### src/rtl/scp_pkg.sv
package scp_pkg;
  typedef enum logic {PH_ADDR = 1'b0, PH_DATA = 1'b1} phase_e;
endpackage

### src/rtl/scp_sync.sv
module scp_sync #(
  parameter int N      = 3,
  parameter int STAGES = 2,
  parameter logic [N-1:0] RST_VAL = '0
) (
  input  logic         clk_i,
  input  logic         rst_ni,
  input  logic [N-1:0] d_i,
  output logic [N-1:0] q_o
);
  logic [N-1:0] st [STAGES];

  for (genvar s = 0; s < STAGES; s++) begin : g_stage
    always_ff @(posedge clk_i or negedge rst_ni) begin
      if (!rst_ni) st[s] <= RST_VAL;
      else if (s == 0) st[s] <= d_i;
      else st[s] <= st[(s == 0) ? 0 : s-1];
    end
  end

  assign q_o = st[STAGES-1];
endmodule

### src/rtl/scp_rx_shift.sv
module scp_rx_shift #(
  parameter int WORD_W = 16,
  localparam int IDX_W = $clog2(WORD_W)
) (
  input  logic              clk_i,
  input  logic              rst_ni,
  input  logic              active_i,
  input  logic              rise_i,
  input  logic              sdi_i,
  output logic              first_bit_o,
  output logic [IDX_W-1:0]  bit_idx_o,
  output logic              word_vld_o,
  output logic [WORD_W-1:0] word_o
);
  localparam logic [IDX_W-1:0] LAST = IDX_W'(WORD_W-1);

  logic [WORD_W-1:0] sr_q;
  logic [IDX_W-1:0]  cnt_q;

  assign first_bit_o = active_i & rise_i & (cnt_q == '0);
  assign bit_idx_o   = cnt_q;

  always_ff @(posedge clk_i or negedge rst_ni) begin
    if (!rst_ni) begin
      sr_q       <= '0;
      cnt_q      <= '0;
      word_vld_o <= 1'b0;
      word_o     <= '0;
    end else begin
      word_vld_o <= 1'b0;
      if (!active_i) begin
        cnt_q <= '0;
        sr_q  <= '0;
      end else if (rise_i) begin
        sr_q  <= {sr_q[WORD_W-2:0], sdi_i};
        cnt_q <= (cnt_q == LAST) ? '0 : cnt_q + 1'b1;
        if (cnt_q == LAST) begin
          word_vld_o <= 1'b1;
          word_o     <= {sr_q[WORD_W-2:0], sdi_i};
        end
      end
    end
  end
endmodule

### src/rtl/scp_gap_timer.sv
module scp_gap_timer #(
  parameter int GAP_CYCLES = 32,
  localparam int CNT_W = $clog2(GAP_CYCLES + 1)
) (
  input  logic clk_i,
  input  logic rst_ni,
  input  logic start_i,
  input  logic clear_i,
  output logic busy_o
);
  logic [CNT_W-1:0] cnt_q;

  always_ff @(posedge clk_i or negedge rst_ni) begin
    if (!rst_ni)        cnt_q <= '0;
    else if (clear_i)   cnt_q <= '0;
    else if (start_i)   cnt_q <= CNT_W'(GAP_CYCLES);
    else if (cnt_q != 0) cnt_q <= cnt_q - 1'b1;
  end

  assign busy_o = (cnt_q != '0);
endmodule

### src/rtl/scp_slave.sv
module scp_slave #(
  parameter int WORD_W      = 16,
  parameter int SYNC_STAGES = 2,
  parameter int GAP_CYCLES  = 32,
  localparam int ADDR_W = WORD_W - 1,
  localparam int IDX_W  = $clog2(WORD_W)
) (
  input  logic              clk_i,
  input  logic              rst_ni,
  input  logic              cs_ni,
  input  logic              sck_i,
  input  logic              sdi_i,
  output logic              sdo_o,
  output logic              reg_wr_o,
  output logic              reg_rd_o,
  output logic [ADDR_W-1:0] reg_addr_o,
  output logic [WORD_W-1:0] reg_wdata_o,
  input  logic [WORD_W-1:0] reg_rdata_i,
  output logic              ovr_o
);
  import scp_pkg::*;

  logic [2:0] s_in;
  logic cs_n_s, sck_s, sdi_s, sck_q;
  logic active, rise, fall;

  scp_sync #(.N(3), .STAGES(SYNC_STAGES), .RST_VAL(3'b001)) u_sync (
    .clk_i (clk_i),
    .rst_ni(rst_ni),
    .d_i   ({sdi_i, sck_i, cs_ni}),
    .q_o   (s_in)
  );
  assign cs_n_s = s_in[0];
  assign sck_s  = s_in[1];
  assign sdi_s  = s_in[2];

  always_ff @(posedge clk_i or negedge rst_ni) begin
    if (!rst_ni) sck_q <= 1'b0;
    else         sck_q <= sck_s;
  end

  assign active = ~cs_n_s;
  assign rise   = active & sck_s & ~sck_q;
  assign fall   = active & ~sck_s & sck_q;

  logic              first_bit, word_vld;
  logic [IDX_W-1:0]  bit_idx;
  logic [WORD_W-1:0] word;

  scp_rx_shift #(.WORD_W(WORD_W)) u_rx (
    .clk_i      (clk_i),
    .rst_ni     (rst_ni),
    .active_i   (active),
    .rise_i     (rise),
    .sdi_i      (sdi_s),
    .first_bit_o(first_bit),
    .bit_idx_o  (bit_idx),
    .word_vld_o (word_vld),
    .word_o     (word)
  );

  phase_e phase_q;
  logic   gap_busy;

  scp_gap_timer #(.GAP_CYCLES(GAP_CYCLES)) u_gap (
    .clk_i  (clk_i),
    .rst_ni (rst_ni),
    .start_i(word_vld && phase_q == PH_ADDR),
    .clear_i(!active),
    .busy_o (gap_busy)
  );

  logic              rnw_q, early_q, ovr_q, wr_q, rd_q, rd_pend_q;
  logic [ADDR_W-1:0] addr_q;
  logic [WORD_W-1:0] wdata_q, tx_q;

  always_ff @(posedge clk_i or negedge rst_ni) begin
    if (!rst_ni) begin
      phase_q   <= PH_ADDR;
      rnw_q     <= 1'b0;
      early_q   <= 1'b0;
      ovr_q     <= 1'b0;
      wr_q      <= 1'b0;
      rd_q      <= 1'b0;
      rd_pend_q <= 1'b0;
      addr_q    <= '0;
      wdata_q   <= '0;
      tx_q      <= '0;
    end else begin
      wr_q      <= 1'b0;
      rd_q      <= 1'b0;
      rd_pend_q <= rd_q;
      if (!active) begin
        phase_q <= PH_ADDR;
        early_q <= 1'b0;
        tx_q    <= '0;
      end else begin
        // data word started inside the access gap
        if (first_bit && phase_q == PH_DATA && gap_busy) early_q <= 1'b1;
        if (word_vld) begin
          if (phase_q == PH_ADDR) begin
            rnw_q   <= word[WORD_W-1];
            addr_q  <= word[ADDR_W-1:0];
            rd_q    <= word[WORD_W-1];
            phase_q <= PH_DATA;
          end else begin
            phase_q <= PH_ADDR;
            early_q <= 1'b0;
            tx_q    <= '0;
            if (early_q) ovr_q <= 1'b1;
            else if (!rnw_q) begin
              wr_q    <= 1'b1;
              wdata_q <= word;
            end
          end
        end else if (rd_pend_q && phase_q == PH_DATA) begin
          tx_q <= reg_rdata_i;
        end else if (fall && phase_q == PH_DATA && bit_idx != '0) begin
          tx_q <= {tx_q[WORD_W-2:0], 1'b0};
        end
      end
    end
  end

  assign sdo_o       = tx_q[WORD_W-1];
  assign reg_wr_o    = wr_q;
  assign reg_rd_o    = rd_q;
  assign reg_addr_o  = addr_q;
  assign reg_wdata_o = wdata_q;
  assign ovr_o       = ovr_q;
endmodule

### config.mk
export PLATFORM = sky130hd
export DESIGN_NAME = scp_slave
export DESIGN_NICKNAME = d
export VERILOG_FILES = /design/src/rtl/scp_pkg.sv /design/src/rtl/scp_sync.sv /design/src/rtl/scp_rx_shift.sv /design/src/rtl/scp_gap_timer.sv /design/src/rtl/scp_slave.sv
export SDC_FILE = /design/constraint.sdc
export NUM_CORES = 1
export LEC_CHECK = 0
export ABC_AREA = 1
export BUFFER_PORTS_ARGS = -buffer_cell sky130_fd_sc_hd__clkbuf_2
export CAP_MARGIN = 20
export CELL_PAD_IN_SITES_DETAIL_PLACEMENT = 2
export CELL_PAD_IN_SITES_GLOBAL_PLACEMENT = 2
export CORE_MARGIN = 10
export CORE_UTILIZATION = 38
export CTS_CLUSTER_SIZE = 8
export DETAILED_ROUTE_END_ITERATION = 12
export PLACE_DENSITY_LB_ADDON = 0.1
export SYNTH_ARGS = -nofsm -noshare
export SYNTH_HDL_FRONTEND = slang
export SYNTH_SLANG_ARGS = --single-unit
### constraint.sdc
create_clock -name clk_i -period 2.85 [get_ports clk_i]
set_input_delay 0.57 -clock clk_i [delete_from_list [all_inputs] [get_ports clk_i]]
set_output_delay 0.57 -clock clk_i [all_outputs]
set_load 0.02 [all_outputs]
# Word-level counts from Yosys, hierarchy flattened
# Index checks and enable logic that the tools add are counted.
# op_classes
n_reduce_logical	18
n_mux	31
eq_ne	2
add_sub_neg	2
bitwise	12
# ops
op	count
$mux 16	5
$mux 15	2
$mux 1	18
$mux 6	3
$mux 4	3
$reduce_bool 4->1	2
$and 1x1->1	6
$logic_and 1x1->1	6
$not 1->1	6
$reduce_and 3->1	2
$reduce_bool 6->1	1
$sub 6x1->6 const B	1
$reduce_and 5->1	1
$add 4x1->4 const B	1
$eq 4x4->1 const B	1
$logic_not 4->1	1
$reduce_and 4->1	1
$reduce_bool 2->1	2
$ne 3x3->1 const B	1
$reduce_bool 3->1	1
$reduce_and 2->1	1
# totals
inputBits	21
regBits	103
word_cells	83

# Longest topological paths before layout
# Gate-level depths: netlist of the first run.
# logic_depth
depth_word	11
ltp_mapped	9
mapped_depth_nobuf	8

# Cells and area by module
# Synthesis of the first run repeated with hierarchy kept, for this count alone.
# unflattened
cells_unflattened	481
hier_area_um2	4360.4
# by_module_without_submodules
module	seq_area_each_um2	cells_each	area_each_um2	instances
scp_slave	1376.3	276	2376.0	1
scp_rx_shift	900.9	152	1466.4	1
scp_gap_timer	150.1	44	342.8	1
scp_sync	152.6	9	175.2	1

# Least setup slack after synthesis of the first run
# OpenSTA, ideal clock, no wires.
# synth_timing
kind	reg-to-reg
from	reg u_sync.st, in the netlist u_sync.q_o[0]
to	reg addr_q[0] (netlist: reg_addr_o[0])
stages_incl_launch_ff	7
path_slack_ns	1.549
t_arrival_ns	1.219
synth_period_minus_slack_ns	1.301
cell_sequence	dfstp_2 -> inv_2 -> nand3_1 -> buf_2 -> buf_4 -> nand2_1 -> o21ai_0
# synth_via
elab_chain_cells	2
# synth_rtl
item	line	source
start, declared	scp_sync.sv:11	logic [N-1:0] st [STAGES];
start signal, assigned by index	scp_sync.sv:16	else if (s == 0) st[s] <= d_i;
start signal, assigned by index	scp_sync.sv:17	else st[s] <= st[(s == 0) ? 0 : s-1];
$not 1->1 (no source line)	-	
$reduce_and 3->1 (no source line)	-	
end signal, assigned	scp_slave.sv:103	addr_q <= word[ADDR_W-1:0];
end, declared	scp_slave.sv:74	logic [ADDR_W-1:0] addr_q;
# No other way between the ends.
# A chain may end at the register's enable or synchronous reset.

# Final worst setup path of the first run
# layout_timing
from	reg u_rx.word_vld_o
to	reg tx_q[7]
# layout_via
elab_chain_cells	2
# layout_rtl
item	line	source
start, declared	scp_rx_shift.sv:12	output logic word_vld_o,
start signal, assigned	scp_rx_shift.sv:27	word_vld_o <= 1'b0;
start signal, assigned	scp_rx_shift.sv:30	word_vld_o <= 1'b0;
start signal, assigned	scp_rx_shift.sv:38	word_vld_o <= 1'b1;
$ne 3x3->1 (no source line), or another cell as far along	-	
$reduce_and 2->1 (no source line) or $mux 16 (tied branches)	-	
end signal, assigned	scp_slave.sv:117	tx_q <= reg_rdata_i;
end signal, assigned	scp_slave.sv:119	tx_q <= {tx_q[WORD_W-2:0], 1'b0};
end, declared	scp_slave.sv:75	logic [WORD_W-1:0] wdata_q, tx_q;
# Several ways; a longest one is shown, not always the timed one.

==> metrics.cfg, run 1 <==
[logic_synthesis]
syn_nets = 475
muxShareOfSynthArea_pct = 0
ys_seq_area_share_pct = 61.7
yosysTopAreaCellShare_pct = 60.4
ys.flop_type = dfrtp_1
synth_fa_ha_area_share_pct = 1.20
synth_edf_count = 0
synth_top_family_by_area = simple AND/OR/NAND/NOR gates
synth_common_cells = nand2_1, dfrtp_1, nand3_1, o21ai_0, inv_1
syn_area_um2 = 4180
ys_top_cells_by_area = dfrtp_1, nand2_1, nand3_1
synth_compound_area_share_pct = 9.96
synth.avg_cell_area_um2 = 9.30
synth-seq-cells = 103
synth-xor-area-share_pct = 0.209
ys_warn_count = 0
yosys.area.top_type = dfrtp_1
synth_simple_gate_area_share_pct = 19.7
synthArstFlopShare_pct = 100
synth_cell_type_count = 26
syn_inst = 450
yosysMostFrequentCell = nand2_1

[drt]
vias = 3202
drt_wl_total_mm = 10.6
wl_per_cell_um = 16.5
initialDrtViolationCount = 153
route.detailed.drc = 0
antenna_left = 0
vias_per_cell = 4.97
drt-pass1-iter-count = 4

[global_route]
grt_util_all_layers_pct = 14.0
grt_pass1_wl_mm = 18.4
grt_pass1_vias = 3509
grt-ovfl-total = 0
grt_start_max_net_pins = 46
antenna_found_initial = 0

[cts]
hold_buffers = 0
cts_tree = yes
cts_buffers = 9
cts_setup_buffers = 0
cts-root-buf = clkbuf_8
cts_buffer_depth = 2
post_cts_resized = 0
cts.sinks = 103
path_clk_slew_ns = 0.09
cts_htree_levels = 3
clock_latency_ns = 0.36

[finish]
fillers = 1200
diodes = 0
nets = 526
area_growth_pct = 13.4
fin_cells = 644
drive_gt1_share_pct = 18.1

[sta]
tightest_slew_ns = 0.634
worst_slack_ns = 0.973
fin_crit_sh_pct = 65.9
period_minus_slack_ns = 1.88
finalHoldViolCount = 0
rsz0062_at_grt = no
tns_ns = 0
slew_violations = 0
setup_viol_count_final = 0
relSlewSlack_pct = 57.7
fmax_mhz = 533
whs_ns = 0.210
fin_skew_ns = 0.00605

[critical_path]
r2r_setup_slack_ns = 0.97
worstPathCellList = nor2_2 -> buf_4 -> nand2_1 -> inv_2 -> nand2_2 -> nand2_2 -> nand2_1 -> nand2_1
slowest_delay_ns = 0.45
path_buf_inv = 2
cp-end-kind = flip-flop
cp_max_fo = 34
cp-startpoint = u_rx.word_vld_o
cp-start-kind = flip-flop
arrival_ns = 2.18
path_common_cell = nand2_1
slowest_stage = dfrtp_1
rr_startpoint = u_rx.word_vld_o
reg2reg_depth = 8
required_ns = 3.15
critPathKind = flip-flop to flip-flop
r2r_end = tx_q[7]
crit_family = simple AND/OR/NAND/NOR gates

[floorplanning]
start_util_pct = 38.8
coreArea_um2 = 10800
die-area_um2 = 15600
die_h_um = 125
die_w_um = 125
rows = 38
ioPinCount = 56

[run_status]
status = finished, final reports clean

[place]
io_buffer_count = 55
post-place-cells = 630
place_hpwl_mm = 7.42
gp_congestion = 0.718
dp_slack_ns = 0.939

[power_and_ir_drop]
p_per_area_nw_per_um2 = 504
cellLeakagePower_nw = 2.38
irDropWorstVdd_mv = 0.257

[flow_run]
cap_violations = 0

[worst_hold_path]
hp-class = input pin to async pin

## per-stage QoR
step | total power, mW | cell area [µm²] | util [%]
final | 2.39 | 4750 | 44.0
after global routing | 2.51 | 4750 | 44.0
after CTS | 2.42 | 4750 | 44.0
after detailed placement | 1.60 | 4580 | 42.5
after global placement | 1.59 | 4580 | 42.5
after floorplan | 1.54 | 4180 | -
## how the worst max path moves through the flow
stage / to / slack (ns) / cells after the start
2_1_floorplan: reg_addr_o[0] / 1.55 / 6
3_5_place_dp: tx_q[7] / 0.94 / 8
4_1_cts: tx_q[7] / 0.92 / 8
5_1_grt: u_rx.word_o[8] / 0.77 / 5
6_report: tx_q[7] / 0.97 / 8
3_3_place_gp: tx_q[13] / 1.00 / 8
## per-layer routing
metal / global-route usage [%] / wire length (µm)
met3: 3.21 / 305
met1: 17.7 / 4900
met5: 0 / 0
met4: 3.86 / 121
met2: 23.7 / 5270
## flip-flops by register name (all words and copies together) (netlist names), 3 cells and up
name and count:
reg_addr_o 15, tx_q 16, reg_wdata_o 16, u_rx.bit_idx_o 4, u_sync.st 3, u_rx.word_o 16, u_rx.sr_q 15, u_gap.cnt_q 6
u_sync.q_o 3
## layout make-up
cell class,count,area [µm²],share of cell area (%)
Inverter,52,195,4.11
Tap cell,140,175,3.69
Sequential cell,103,2580,54.4
Multi-Input combinational cell,275,1300,27.5
Clock buffer,13,159,3.35
Clock inverter,1,5.00,0.105
Timing Repair Buffer,60,328,6.91
## power breakdown
part,leakage [nW],internal [mW],switching [mW]
combinational,0.875,0.0229,0.0676
sequential,1.42,1.47,0.00457
clock,0.0854,0.357,0.471
## logic make-up (layout without fill, tap and decap cells)
| kind of cell | count (synthesis) | count (layout) |
|---|---|---|
| AO/OA/AOI/OAI | 78 | 78 |
| XOR/XNOR | 1 | 1 |
| adder cells (fa/ha/maj) | 4 | 4 |
| buffers and inverters | 72 | 126 |
| flip-flops | 103 | 103 |
| AND/OR/NAND/NOR | 192 | 192 |
## layout by cell type (no fill, tap or decap), types with 2 or more instances in the layout
cell type,Yosys,routed
nand3_2,1,2
or2_2,2,2
nand2_2,4,4
buf_4,4,5
a21oi_1,6,6
nor2_2,3,3
o22ai_1,16,16
nand2_1,112,112
dfrtp_1,101,101
inv_2,5,5
clkbuf_2,1,54
nor2_1,13,13
dfstp_2,2,2
inv_1,47,47
ha_1,4,4
clkbuf_1,4,2
o21ai_0,50,50
nand3_1,56,55
o21ai_1,4,4
clkbuf_8,0,11
Power figures use the tool's default switching activity.
==> run 2, diff against run 1 <==
--- a/config.mk
+++ b/config.mk
@@ -11,7 +11,7 @@
 export CELL_PAD_IN_SITES_DETAIL_PLACEMENT = 2
 export CELL_PAD_IN_SITES_GLOBAL_PLACEMENT = 2
 export CORE_MARGIN = 10
-export CORE_UTILIZATION = 38
+export CORE_UTILIZATION = 35
 export CTS_CLUSTER_SIZE = 8
 export DETAILED_ROUTE_END_ITERATION = 12
 export PLACE_DENSITY_LB_ADDON = 0.1
==> constraint.sdc (replaced) <==
create_clock -name clk_i -period 1.8 [get_ports clk_i]
set_input_delay 0.36 -clock clk_i [delete_from_list [all_inputs] [get_ports clk_i]]
set_output_delay 0.36 -clock clk_i [all_outputs]
set_load 0.02 [all_outputs]
==> run 2 against run 1 <==
Net effect:
- worst setup slack lost 0.65 ns
- count of clock-buffer cells in the layout shrank 4
- first-iteration DRC count grew 8.5%
- via count grew 3.0%
- sequential power grew 59%
- utilization shrank 0.96 points
- worst hold slack lost 0.12 ns
- die area grew 7.2%
- critical path type unchanged
==> metrics.cfg, run 2 (same netlist as run 1, synthesis figures left out) <==
[cts]
cts-root-buf = clkbuf_16
cts_buffer_depth = 2
cts.sinks = 103
cts_tree = yes
cts_htree_levels = 3
hold_buffers = 1
clock_latency_ns = 0.35
cts_setup_buffers = 0
path_clk_slew_ns = 0.07
cts_buffers = 9
post_cts_resized = 0

[sta]
tightest_slew_ns = 0.373
finalHoldViolCount = 0
relSlewSlack_pct = 75.2
fin_crit_sh_pct = 81.8
rsz0062_at_grt = no
slew_violations = 0
period_minus_slack_ns = 1.47
tns_ns = 0
fmax_mhz = 679
setup_viol_count_final = 0
fin_skew_ns = 0.00947

[finish]
fillers = 1276
nets = 534
layout_common_cells = nand2_1, dfrtp_1, nand3_1, clkbuf_2, o21ai_0
diodes = 0
layout_commonest_cell = nand2_1
multi_input_area_um2 = 1300
drive_gt1_share_pct = 19.8
register_area_um2 = 2580
area_growth_pct = 18.9

[drt]
vias_per_cell = 5.02
initialDrtViolationCount = 166
drt_wl_total_mm = 11.3
antenna_left = 0
vias = 3297
wl_per_cell_um = 17.3
route.detailed.drc = 0
drt-pass1-iter-count = 4

[global_route]
grt_util_all_layers_pct = 14.7
antenna_found_initial = 0
grt_pass1_vias = 3768
grt-ovfl-total = 0
grt_start_max_net_pins = 64
grt_pass1_wl_mm = 19.6

[floorplanning]
die-area_um2 = 16700
ioPinCount = 56
coreArea_um2 = 11600
die_h_um = 129
die_w_um = 129
start_util_pct = 36.2
rows = 39

[flow_run]
cap_violations = 0

[power_and_ir_drop]
design_power_total_mw = 4.50
p_per_area_nw_per_um2 = 905
irDropWorstVdd_mv = 0.650
p_sw_mw = 1.04
intPower_mw = 3.47
cellLeakagePower_nw = 2.49
switching_share_pct = 23.1
pwr-share-seq_pct = 51.8
clockPowerShare_pct = 44.7
p_comb_share_pct = 3.5

[critical_path]
required_ns = 2.09
cp-end-kind = flip-flop
reg2reg_depth = 8
r2r_setup_slack_ns = 0.33
rr_startpoint = u_rx.bit_idx_o[0]
critPathKind = flip-flop to flip-flop
r2r_end = tx_q[13]
arrival_ns = 1.76
cp_max_fo = 16
cp-start-kind = flip-flop

[worst_hold_path]
min_from = cs_ni
whs_path_depth = 1
hp-class = input pin to flip-flop
min_to = u_sync.st[3]

[place]
place_hpwl_mm = 7.76
gp_congestion = 0.710
io_buffer_count = 55

[run_status]
status = finished, final reports clean

run 2: changes by cell type in the layout (fill, tap and decap cells not counted), moves of 2 or more:
cell / previous run / this run
clkbuf_16: 0 / 9
inv_6: 0 / 2
buf_12: 1 / 3
clkbuf_1: 2 / 0
buf_4: 5 / 10
clkbuf_8: 11 / 0
run 2: power by group through the flow:
stage          clock network (mW)  logic, mW  registers, mW
4_1_cts                      2.08      0.165           2.33
6_report                     2.01      0.158           2.33
2_1_floorplan                   0     0.0543           2.38
3_5_place_dp                    0      0.161           2.38
5_1_grt                      2.17      0.182           2.33
3_3_place_gp                    0      0.156           2.38
run 2: final cells by class:
class                   count  area share, %
flip-flops and latches    103           51.9
multi-input cells         275           26.2
repair buffers             68           8.35
clock buffers               9           4.53
inverters                  52           3.92
well taps                 143           3.60
clock inverters             7           1.53
run 2: worst max path at each step:
stage	start	endpoint	slack [ns]
3_3_place_gp	u_sync.q_o[0]	tx_q[6]	0.39
3_5_place_dp	u_rx.bit_idx_o[0]	tx_q[3]	0.30
2_1_floorplan	u_sync.q_o[0]	reg_addr_o[0]	0.50
6_report	u_rx.bit_idx_o[0]	tx_q[13]	0.33
4_1_cts	u_rx.bit_idx_o[0]	tx_q[13]	0.27
5_1_grt	u_rx.bit_idx_o[0]	tx_q[5]	0.16
run 2: worst max-delay path, stage by stage, from the launching register on:
cell     delay (ns)
dfrtp_1        0.40
inv_1          0.11
ha_1           0.17
nand3_1        0.11
nand2_1        0.11
nand2_2        0.06
nand2_2        0.27
nand2_1        0.10
nand2_1        0.08
run 2: layer usage:
metal	GRT usage, %	up-vias	wire length (µm)
met3	4.77	13	515
met1	17.0	1671	4910
met5	0	-	0
met2	25.6	44	5750
met4	4.28	0	163
li1	-	1569	-
run 2: through the flow:
step / util (%) / area, µm² / hold WS (ns) / setup slack (ns) / cells
5_1_grt: 43.0 / 4970 / 0.0741 / 0.155 / 657
3_3_place_gp: 40.3 / 4660 / 0.204 / 0.388 / 640
3_5_place_dp: 40.3 / 4660 / 0.203 / 0.302 / 640
6_report: 43.0 / 4970 / 0.0852 / 0.327 / 657
2_1_floorplan: - / 4180 / 0.0644 / 0.499 / 450
4_1_cts: 43.0 / 4970 / 0.0726 / 0.275 / 657
==> run 3, diff against run 2 <==
--- a/config.mk
+++ b/config.mk
@@ -11,7 +11,7 @@
 export CELL_PAD_IN_SITES_DETAIL_PLACEMENT = 2
 export CELL_PAD_IN_SITES_GLOBAL_PLACEMENT = 2
 export CORE_MARGIN = 10
-export CORE_UTILIZATION = 35
+export CORE_UTILIZATION = 32
 export CTS_CLUSTER_SIZE = 8
 export DETAILED_ROUTE_END_ITERATION = 12
 export PLACE_DENSITY_LB_ADDON = 0.1
==> constraint.sdc (replaced) <==
create_clock -name clk_i -period 1.28 [get_ports clk_i]
set_input_delay 0.256 -clock clk_i [delete_from_list [all_inputs] [get_ports clk_i]]
set_output_delay 0.256 -clock clk_i [all_outputs]
set_load 0.02 [all_outputs]
==> run 3 against run 2 <==
Net effect:
- the flow now finishes with violations (hold timing, setup timing)
- sequential power rose by 41%
- via count rose by 11%
- worst setup slack got worse by 0.50 ns
- register-to-register slack got worse by 0.50 ns
- wire length rose by 38%
- sequential share of layout area fell by 9.7 points
- power rose by 45%
- die area rose by 7.9%
- cell count rose by 11%
- first-iteration DRC count rose by 55%
- combinational power rose by 120%
- non-clock buffer count rose by 46
- critical endpoint is now u_rx.word_o[12]
==> metrics.cfg, run 3 (same netlist as run 1, synthesis figures left out) <==
[finish]
drive_gt1_share_pct = 42.2
layout_common_cells = dfrtp_1, nand2_1, clkbuf_2, nand3_1, inv_1
fin_cells = 731
postLayoutCellArea_um2 = 6120
diodes = 0
layout_commonest_cell = dfrtp_1
fillers = 1343
area_growth_pct = 46.2
nets = 580
fin_util_pct = 48.1

[sta]
fin_skew_ns = 0.0113
finalHoldViolCount = 1
rsz0062_at_grt = yes
whs_ns = -0.00137
fmax_mhz = 686
tightest_slew_ns = 0.335
relSlewSlack_pct = 77.7
slew_violations = 0
worst_slack_ns = -0.177
period_minus_slack_ns = 1.46
setup_viol_count_final = 78
fin_crit_sh_pct = 114

[power_and_ir_drop]
p_sw_mw = 1.57
clockPowerShare_pct = 44.1
design_power_total_mw = 6.51
intPower_mw = 4.94
pwr-share-seq_pct = 50.5
p_per_area_nw_per_um2 = 1060
p_comb_share_pct = 5.4
cellLeakagePower_nw = 3.00
switching_share_pct = 24.1
irDropWorstVdd_mv = 0.760

[global_route]
grt_start_max_net_pins = 61
grt_pass1_wl_mm = 19.6
antenna_found_initial = 0
grt-ovfl-total = 0
grt_pass1_vias = 3771
grt_util_all_layers_pct = 13.4

[drt]
drt-met1-wl_mm = 6.64
vias = 3654
antenna_left = 0
drt-pass1-iter-count = 4
wl_per_cell_um = 21.4
maxUsedRoutingLayer = met4
initialDrtViolationCount = 258
route.detailed.drc = 0
route.met2.wl_mm = 8.20
vias_per_cell = 5.00
wl_met3_um = 517
drt_wl_total_mm = 15.6

[place]
gp_congestion = 0.762
io_buffer_count = 55
place_area_um2 = 4880
post-place-cells = 686
place_hpwl_mm = 8.06

[cts]
cts_buffer_depth = 2
clock_latency_ns = 0.37
cts_htree_levels = 3
path_clk_slew_ns = 0.08
cts_tree = yes
cts_buffers = 9
cts-root-buf = clkbuf_16
cts.sinks = 103

[floorplanning]
die_w_um = 134
rows = 41
coreArea_um2 = 12700
die_h_um = 134
ioPinCount = 56
start_util_pct = 32.9
die-area_um2 = 18000

[critical_path]
cp-start-kind = flip-flop
critPathKind = flip-flop to flip-flop
cp-end-kind = flip-flop
arrival_ns = 1.70
required_ns = 1.52
cp_max_fo = 12

[run_status]
violations = hold timing, setup timing
status = finished, violations left

[worst_hold_path]
hp-class = input pin to flip-flop

[flow_run]
cap_violations = 0

## run 3: cell types whose count changed in the layout (fill, tap and decap cells not counted), sizes merged
cell and change:
clkbuf +10, dlygate4sd3 +2, buf +34, clkinv -1
## run 3: cell type report
class	instances	area (µm²)	area share, %
clock buffer	9	225	3.68
clock inverter	6	68.8	1.13
inverter	52	200	3.27
multi-input combinational	275	1730	28.2
sequential	103	2580	42.2
tap	172	215	3.52
timing repair buffer	114	1100	18.0
## run 3: timing repair
item                       4_1_cts  5_1_grt
gates cloned                     0       14
setup endpoints to repair       55       79
setup buffers                    0       13
gates resized for setup          7      165
hold buffers                     3        0
hold endpoints to repair       103        0
pin swaps                        0       11
## run 3: worst paths after layout
kind	startpoint	to	slack, ns	depth (start not counted)
max in group asynchronous	rst_ni	u_sync.st[3]	0.52	3
min reg2reg	u_sync.st[5]	u_sync.q_o[2]	0.35	0
min	sck_i	u_sync.st[4]	-0.001	1
max reg2reg	u_rx.bit_idx_o[0]	u_rx.word_o[12]	-0.18	7
min in group asynchronous	rst_ni	reg_addr_o[0]	0.24	2
max	u_rx.bit_idx_o[0]	u_rx.word_o[12]	-0.18	7
## run 3: power groups by stage
stage / Sequential [mW] / Clock [mW] / Combinational, mW
after global routing: 3.29 / 3.07 / 0.387
final: 3.28 / 2.87 / 0.353
after floorplan: 3.34 / 0 / 0.0768
after detailed placement: 3.34 / 0 / 0.261
after CTS: 3.28 / 2.88 / 0.273
after global placement: 3.34 / 0 / 0.253
## run 3: critical path: stages, from the launching register on
cell       delay (ns)
dfrtp_1          0.42
ha_2             0.24
nand2_2          0.08
nor2_4           0.15
nand2_4          0.10
clkbuf_16        0.18
nand2_1          0.08
o21ai_0          0.09
## run 3: stage by stage
step,setup TNS (ns),setup WS (ns)
after floorplan,0,0.00112
after global placement,-0.804,-0.0454
after detailed placement,-2.68,-0.0858
after CTS,-1.29,-0.0627
after global routing,-9.95,-0.291
final,-5.10,-0.177
## run 3: metal layers
metal  vias to the layer above  global-route usage (%)
met5                         -                       0
met4                         0                    5.08
met3                        23                    2.61
met2                        55                    22.9
met1                      1901                    16.3
li1                       1675                       -
